$ cat src/rtl/pixser_pkg.sv
package pixser_pkg;
  localparam int SLOTS  = 7;
  localparam int LANES  = 5;
  localparam int CW     = 10;
  localparam int AUX_W  = 2;
  localparam int SLOT_W = $clog2(SLOTS);
  localparam logic [SLOTS-1:0] CLK_PAT = 7'b1100011;

  typedef struct packed {
    logic [CW-1:0]    r;
    logic [CW-1:0]    g;
    logic [CW-1:0]    b;
    logic             de;
    logic             vs;
    logic             hs;
    logic [AUX_W-1:0] aux;
  } pixel_t;

  typedef logic [SLOTS-1:0] word_t;
endpackage

$ cat src/rtl/pixser_pack.sv
module pixser_pack
  import pixser_pkg::*;
(
  input  pixel_t                 px,
  output logic [LANES-1:0][SLOTS-1:0] words
);
  // Slot 6 is the MSB of each word and leaves first.
  always_comb begin
    words[0] = {px.g[4], px.r[9:4]};
    words[1] = {px.b[5:4], px.g[9:5]};
    words[2] = {px.de, px.vs, px.hs, px.b[9:6]};
    words[3] = {px.aux[0], px.b[3:2], px.g[3:2], px.r[3:2]};
    words[4] = {px.aux[1], px.b[1:0], px.g[1:0], px.r[1:0]};
  end
endmodule

$ cat src/rtl/pixser_sequencer.sv
module pixser_sequencer
  import pixser_pkg::*;
(
  input  logic              clk,
  input  logic              rst_n,
  input  logic              bit_en,
  input  logic              pd_n,
  output logic              load,
  output logic              shift,
  output logic              live,
  output logic [SLOT_W-1:0] slot
);
  localparam logic [SLOT_W-1:0] TOP = SLOT_W'(SLOTS - 1);

  logic              live_q, live_d;
  logic [SLOT_W-1:0] slot_q, slot_d;

  always_comb begin
    live_d = live_q;
    slot_d = slot_q;
    load   = 1'b0;
    shift  = 1'b0;
    if (!pd_n) begin
      live_d = 1'b0;
      slot_d = TOP;
    end else if (bit_en) begin
      if (!live_q || slot_q == '0) begin
        load   = 1'b1;
        live_d = 1'b1;
        slot_d = TOP;
      end else begin
        shift  = 1'b1;
        slot_d = slot_q - 1'b1;
      end
    end
  end

  always_ff @(posedge clk or negedge rst_n) begin
    if (!rst_n) begin
      live_q <= 1'b0;
      slot_q <= TOP;
    end else begin
      live_q <= live_d;
      slot_q <= slot_d;
    end
  end

  assign live = live_q;
  assign slot = slot_q;
endmodule

$ cat src/rtl/pixser_shifter.sv
module pixser_shifter #(
  parameter int W = 7
) (
  input  logic         clk,
  input  logic         rst_n,
  input  logic         load,
  input  logic         shift,
  input  logic [W-1:0] din,
  output logic         msb
);
  logic [W-1:0] sh_q, sh_d;

  always_comb begin
    sh_d = sh_q;
    if (load)       sh_d = din;
    else if (shift) sh_d = {sh_q[W-2:0], 1'b0};
  end

  always_ff @(posedge clk or negedge rst_n) begin
    if (!rst_n) sh_q <= '0;
    else        sh_q <= sh_d;
  end

  assign msb = sh_q[W-1];
endmodule

$ cat src/rtl/pixser_top.sv
module pixser_top
  import pixser_pkg::*;
(
  input  logic             clk,
  input  logic             rst_n,
  input  logic             bit_en,
  input  logic             pd_n,
  input  logic             pix_valid,
  input  logic [CW-1:0]    pix_r,
  input  logic [CW-1:0]    pix_g,
  input  logic [CW-1:0]    pix_b,
  input  logic             pix_de,
  input  logic             pix_vs,
  input  logic             pix_hs,
  input  logic [AUX_W-1:0] pix_aux,
  output logic [LANES-1:0] lane_o,
  output logic             clk_lane_o,
  output logic             oe_o
);
  // Reset: asserts at once, releases after two clocks.
  logic rst_meta, rst_q;
  always_ff @(posedge clk or negedge rst_n) begin
    if (!rst_n) begin
      rst_meta <= 1'b0;
      rst_q    <= 1'b0;
    end else begin
      rst_meta <= 1'b1;
      rst_q    <= rst_meta;
    end
  end

  // Holding register for the next pixel.
  pixel_t hold_q, hold_d;
  always_comb begin
    hold_d = hold_q;
    if (pix_valid)
      hold_d = '{r: pix_r, g: pix_g, b: pix_b, de: pix_de, vs: pix_vs,
                 hs: pix_hs, aux: pix_aux};
  end

  always_ff @(posedge clk or negedge rst_q) begin
    if (!rst_q) hold_q <= '0;
    else        hold_q <= hold_d;
  end

  logic              load, shift, live;
  logic [SLOT_W-1:0] slot_q;

  pixser_sequencer u_seq (
    .clk    (clk),
    .rst_n  (rst_q),
    .bit_en (bit_en),
    .pd_n   (pd_n),
    .load   (load),
    .shift  (shift),
    .live   (live),
    .slot   (slot_q)
  );

  logic [LANES-1:0][SLOTS-1:0] words;
  pixser_pack u_pack (
    .px    (hold_q),
    .words (words)
  );

  logic [LANES-1:0] lane_msb;
  for (genvar i = 0; i < LANES; i++) begin : g_lane
    pixser_shifter #(.W(SLOTS)) u_sh (
      .clk   (clk),
      .rst_n (rst_q),
      .load  (load),
      .shift (shift),
      .din   (words[i]),
      .msb   (lane_msb[i])
    );
  end

  logic clk_msb;
  pixser_shifter #(.W(SLOTS)) u_clk_sh (
    .clk   (clk),
    .rst_n (rst_q),
    .load  (load),
    .shift (shift),
    .din   (CLK_PAT),
    .msb   (clk_msb)
  );

  assign lane_o     = lane_msb & {LANES{live}};
  assign clk_lane_o = clk_msb & live;
  assign oe_o       = live;
endmodule

$ cat config.mk
export PLATFORM = sky130hd
export DESIGN_NAME = pixser_top
export DESIGN_NICKNAME = d
export VERILOG_FILES = /design/src/rtl/pixser_pkg.sv /design/src/rtl/pixser_pack.sv /design/src/rtl/pixser_sequencer.sv /design/src/rtl/pixser_shifter.sv /design/src/rtl/pixser_top.sv
export SDC_FILE = /design/constraint.sdc
export NUM_CORES = 1
export LEC_CHECK = 0
export BUFFER_PORTS_ARGS = -buffer_cell sky130_fd_sc_hd__buf_2
export CAP_MARGIN = 10
export CORE_ASPECT_RATIO = 0.9
export CORE_UTILIZATION = 60
export CTS_CLUSTER_DIAMETER = 60
export DETAILED_ROUTE_END_ITERATION = 8
export PLACE_DENSITY = 0.85
export SKIP_CTS_REPAIR_TIMING = 1
export SYNTH_ARGS = -nofsm -noshare
export SYNTH_HDL_FRONTEND = slang
export SYNTH_SLANG_ARGS = --single-unit
$ cat constraint.sdc
create_clock -name clk -period 5.66 [get_ports clk]
set_input_delay 1.415 -clock clk [delete_from_list [all_inputs] [get_ports clk]]
set_output_delay 1.415 -clock clk [all_outputs]
set_load 0.02 [all_outputs]
==> flow_metrics.tcl, run 1 <==
set metrics [dict create \
    status "finished, final reports clean" \
    yosys_most_used_dff "dfrtp_1" \
    grt_pass1_wl_mm 9.54 \
    fillCellCount 392 \
    max_stage_delay_ps 480 \
    worstPathArrival_ps 2890 \
    syn_area_per_cell_um2 12.9 \
    syn_nets 307 \
    hold_viol 0 \
    worstSkewPairLatency_ps 340 \
    clockBufferDepth 2 \
    final_antenna_net_count 0 \
    synth_cell_types 28 \
    syn_area_um2 3430 \
    grt_max_degree 82 \
    io_pins 47 \
    setup_slack_ps 3010 \
    cts_tree "built" \
    path_cells "buf_2, nand2_2, buf_4, nor2_1, a22o_1" \
    nets 349 \
    grt_antenna_before_repair 0 \
    viasPerCell 5.51 \
    finalSetupViolCount 0 \
    peakVddDrop_v 0.000202 \
    rsz0062_at_grt "false" \
    ys_async_sr_fraction_pct 100 \
    synth_edf_count 0 \
    initial_core_util_pct 63.7 \
    first_iter_violations 82 \
    synth_area_leader_cell "dfrtp_1" \
    vias 2090 \
    dr.pass1.iters 4 \
    ys_seq_elements 83 \
    grt_overflow 0 \
    cts_sinks 83 \
    cellPowerDensity_nw_per_um2 336 \
    worstSetupPathType "in -> reg" \
    period_share_pct 46.9 \
    max_freq_ghz 0.377 \
    cts_buffers 9 \
    design_area_um2 3840 \
    worst_slew_pin_slew_ps 998 \
    wl_per_cell_um 14.6 \
    place_ws_ps 2640 \
    synthCells 265 \
    leakage_nw 1.80 \
    required_ps 5890 \
    synth_most_common_cell "dfrtp_1" \
    path_clk_slew_ps 80 \
    p_total_mw 1.29 \
    relSlewSlack_pct 33.5 \
    worst_path_max_delay_cell "nand2_2" \
    finalMaxSlewViolations 0 \
    htree_levels 3 \
    root_buffer "clkbuf_8" \
    fin_crit_ps 2650 \
    first_global_vias 2094 \
    ys_top_cells_by_count "dfrtp_1, mux2_2, nand2_1" \
    die_w_um 81.7 \
    antenna-diode-count 0 \
    std_cell_rows 25 \
    synth_top_area_share_pct 59.1 \
    port_buffers 46 \
    routed_wl_mm 5.52 \
    yosysSeqAreaShare_pct 60.6 \
    die_area_um2 6020 \
    placed_cells 363 \
    syn_to_final_growth_pct 12.1 \
    place_hpwl_mm 3.71 \
    final.setup_skew_ps 13.7 \
    drive_above_1_share_pct 33.0 \
    drt_drc_violations_left 0 \
    critical_path_peak_fanout 38 \
    hp-class "reg -> reg" \
    worstSetupEndpointType "flip-flop" \
    globalplace.congestion 0.685 \
    postPlaceCellArea_um2 3640 \
    track_usage_pct 21.7 \
    yosysWarnings 0 \
    crit_buf_inv 2 \
    tns_ps 0 \
    core_area_um2 5380 \
    start_kind "primary input" \
    synth.top_cells.by_area "dfrtp_1, mux2_2, mux2i_1, o21ai_1, nand2_1" \
    critical_path.top_delay_family "simple AND/OR/NAND/NOR gates" \
    die-height_um 73.7 \
    drv_cap 0 \
    fin_cells 379 \
]
## area by class of cell
cell class                      count  area, um2  share of cell area (%)
Sequential cell                    83       2080                    54.2
Multi-Input combinational cell    163       1230                    32.0
Timing Repair Buffer               47        238                    6.18
Clock buffer                       14        163                    4.23
Tap cell                           67       83.8                    2.18
Clock inverter                      2       37.5                   0.976
Inverter                            3       11.3                   0.293
## worst reg2reg max path, stage by stage (launching register included)
cell	delay [ps]
dfstp_2	530
inv_1	40
ha_1	170
ha_1	170
and2b_2	870
nor2_1	260
a22o_1	250
## stage by stage
stage / hold slack (ps) / utilization (%)
floorplan: 331 / -
finish: 363 / 71.5
global route: 376 / 71.5
detailed placement: 337 / 67.7
CTS: 365 / 71.5
global placement: 340 / 67.7
## kinds of logic (layout without fill, tap and decap cells)
| family | Yosys count | after routing | share of synthesized area (%) |
|---|---|---|---|
| other | 1 | 1 | 0.109 |
| buffers and inverters | 19 | 66 | 3.65 |
| and+or+nand+nor | 50 | 50 | 6.49 |
| AOI/OAI and AO/OA | 45 | 45 | 8.14 |
| DFF | 83 | 83 | 60.6 |
| adders and majority gates | 2 | 2 | 0.730 |
| muxes | 65 | 65 | 20.2 |
## cells in the final DEF, fill, tap and decap left out, drive strengths merged
master | netlist | final
dfrtp | 81 | 81
buf | 11 | 47
mux2 | 35 | 35
nand2 | 32 | 32
o21ai | 32 | 32
mux2i | 30 | 30
clkbuf | 5 | 14
and2 | 8 | 8
a22o | 8 | 8
nor2 | 5 | 5
inv | 3 | 3
o22a | 3 | 3
and3 | 2 | 2
ha | 2 | 2
dfstp | 2 | 2
and2b | 1 | 1
nand3 | 1 | 1
nand2b | 1 | 1
a21boi | 1 | 1
o21a | 1 | 1
clkinvlp | 0 | 1
bufinv | 0 | 1
conb | 1 | 1
## state kept, by name, summed over array words and instances, names as in the netlist
name / count
g_lane.u_sh.sh_q: 35
hold_q: 35
rst_meta: 1
rst_q: 1
u_clk_sh.sh_q: 7
u_seq.live: 1
u_seq.slot: 3
## where the power goes
| part | internal, mW | switching (mW) |
|---|---|---|
| clock network | 0.229 | 0.191 |
| logic | 0.0801 | 0.0694 |
| registers | 0.669 | 0.0533 |
| total | 0.978 | 0.314 |
## worst paths after layout
path / start / endpoint / slack (ps) / cells after the start
worst max-delay path: bit_en / g_lane[0].u_sh.sh_q[0] / 3010 / 5
worst min-delay path: rst_meta / rst_q / 360 / 0
worst max register to register: u_seq.slot[1] / g_lane[0].u_sh.sh_q[0] / 3260 / 6
worst min register to register: rst_meta / rst_q / 360 / 0
max in group asynchronous: rst_q / hold_q[4] / 4510 / 0
min in group asynchronous: rst_q / g_lane[4].u_sh.sh_q[3] / 520 / 0
## routing by layer
metal,vias up,wire [um],track usage (%)
met3,6,240,7.58
li1,1003,-,-
met5,-,0,0
met4,0,49,5.85
met2,48,2660,35.1
met1,1033,2570,27.8
Power figures use the tool's default switching activity.
==> inputs of run 2 (changes only) <==
--- a/config.mk
+++ b/config.mk
@@ -8,10 +8,10 @@
 export BUFFER_PORTS_ARGS = -buffer_cell sky130_fd_sc_hd__buf_2
 export CAP_MARGIN = 10
 export CORE_ASPECT_RATIO = 0.9
-export CORE_UTILIZATION = 60
+export CORE_UTILIZATION = 51
 export CTS_CLUSTER_DIAMETER = 60
 export DETAILED_ROUTE_END_ITERATION = 8
-export PLACE_DENSITY = 0.85
+export PLACE_DENSITY = 0.77
 export SKIP_CTS_REPAIR_TIMING = 1
 export SYNTH_ARGS = -nofsm -noshare
 export SYNTH_HDL_FRONTEND = slang
==> constraint.sdc (replaced) <==
create_clock -name clk -period 2.27 [get_ports clk]
set_input_delay 0.5675 -clock clk [delete_from_list [all_inputs] [get_ports clk]]
set_output_delay 0.5675 -clock clk [all_outputs]
set_load 0.02 [all_outputs]
==> run 2 against run 1 <==
Sequential share of layout area fell by 1.2 points. Non-clock buffer count rose by 6. Combinational power rose to 2.6 times the previous value. Final cell count rose by 6.9%. Critical path type is now reg -> reg. Largest cell class unchanged. Highest routed layer unchanged.
==> flow_metrics.tcl, run 2 (synthesis results as in run 1) <==
set metrics [dict create \
    p_clk_share_pct 30.1 \
    drive_above_1_share_pct 34.6 \
    drt_drc_violations_left 0 \
    rsz0062_at_grt "false" \
    antenna-diode-count 0 \
    hold_slack_ps 358 \
    grt_max_degree 51 \
    viasPerCell 5.13 \
    first_global_vias 2037 \
    leakage_nw 1.84 \
    final_cell_mix "dfrtp_1, buf_2, mux2_2" \
    grt_pass1_wl_mm 9.87 \
    vias 2078 \
    worst_slew_pin_slew_ps 650 \
    tns_ps 0 \
    finalMaxSlewViolations 0 \
    fin_crit_ps 1880 \
    grt_antenna_before_repair 0 \
    final.setup_skew_ps 7.69 \
    max_freq_ghz 0.531 \
    cts_buffers 9 \
    cellPowerDensity_nw_per_um2 795 \
    p_comb_share_pct 12.7 \
    fin_util_pct 62.3 \
    die_area_um2 7060 \
    cp-startpoint "u_seq.slot[1]" \
    p_switching_mw 0.815 \
    top_regs "g_lane.u_sh.sh_q: 35 flops, hold_q: 35 flops, u_clk_sh.sh_q: 7 flops" \
    port_buffers 46 \
    critical_path_peak_fanout 19 \
    globalplace.congestion 0.705 \
    finalSetupViolCount 0 \
    worstSetupPathType "reg -> reg" \
    grt_overflow 0 \
    drv_cap 0 \
    die_w_um 88.4 \
    place_hpwl_mm 3.92 \
    period_share_pct 83.0 \
    track_usage_pct 18.9 \
    postPlaceCellArea_um2 3740 \
    hold_viol 0 \
    status "finished, final reports clean" \
    required_ps 2510 \
    cts_tree "built" \
    io_pins 47 \
    core_area_um2 6320 \
    p_total_mw 3.13 \
    dr.pass1.iters 4 \
    worstSkewPairLatency_ps 350 \
    syn_to_final_growth_pct 14.7 \
    design_area_um2 3930 \
    wl_per_cell_um 14.0 \
    p_int_mw 2.31 \
    final_common_cell "dfrtp_1" \
    r2r_start "u_seq.slot[1]" \
    start_kind "flip-flop" \
    hp-class "reg -> async" \
    root_buffer "clkbuf_8" \
    std_cell_rows 27 \
    clockBufferDepth 2 \
    path_clk_slew_ps 80 \
    cts_sinks 83 \
    nets 355 \
    final_antenna_net_count 0 \
    worstSetupEndpointType "flip-flop" \
    pwr-share-seq_pct 57.2 \
    relSlewSlack_pct 56.7 \
    initial_core_util_pct 54.3 \
    die-height_um 79.8 \
    worstPathArrival_ps 2120 \
    first_iter_violations 134 \
    routed_wl_mm 5.69 \
    htree_levels 3 \
    swShare_pct 26.1 \
    peakVddDrop_v 0.000453 \
]
-- run 2: worst paths after layout --
path	to	slack, ps	depth (start not counted)
setup reg to reg	g_lane[4].u_sh.sh_q[0]	390	7
hold reg to reg	hold_q[16]	360	0
setup / recovery	g_lane[4].u_sh.sh_q[0]	390	7
min in group clk	rst_q	360	0
hold / removal	hold_q[16]	360	0
max in group asynchronous	u_seq.slot[1]	1220	1
-- run 2: cell type report --
type | instances | area, um2
repair buffers | 53 | 323
fillers | 497 | 2380
clock inverters | 5 | 37.5
clock buffers | 11 | 141
multi-input cells | 163 | 1230
well taps | 87 | 109
inverters | 3 | 11.3
flip-flops and latches | 83 | 2080
-- run 2: metrics by stage --
stage                     setup slack [ps]  instances
after floorplan                        539        265
after global placement                 438        388
after detailed placement               384        388
after CTS                              383        404
after global routing                   278        405
final                                  385        405
-- run 2: power groups by stage --
stage	combinational [mW]	sequential, mW	clock (mW)
finish	0.397	1.79	0.941
global route	0.445	1.82	1.04
CTS	0.401	1.79	0.983
detailed placement	0.401	1.82	0
global placement	0.385	1.81	0
floorplan	0.307	1.79	0
-- run 2: worst max-delay path, cell delays in order (launching register included) --
cell and delay (ps):
dfstp_2 530, inv_1 40, ha_1 170, ha_1 160, and2b_2 210, buf_4 290
nor2_1 160, a22o_1 200
-- run 2: layer usage --
metal	vias to the layer above	share of wire, %	global-route usage, %
met5	-	0	0
met4	0	1.5	6.45
met3	9	4.1	6.20
met2	41	46	28.5
met1	1006	48	25.6
li1	1022	-	-
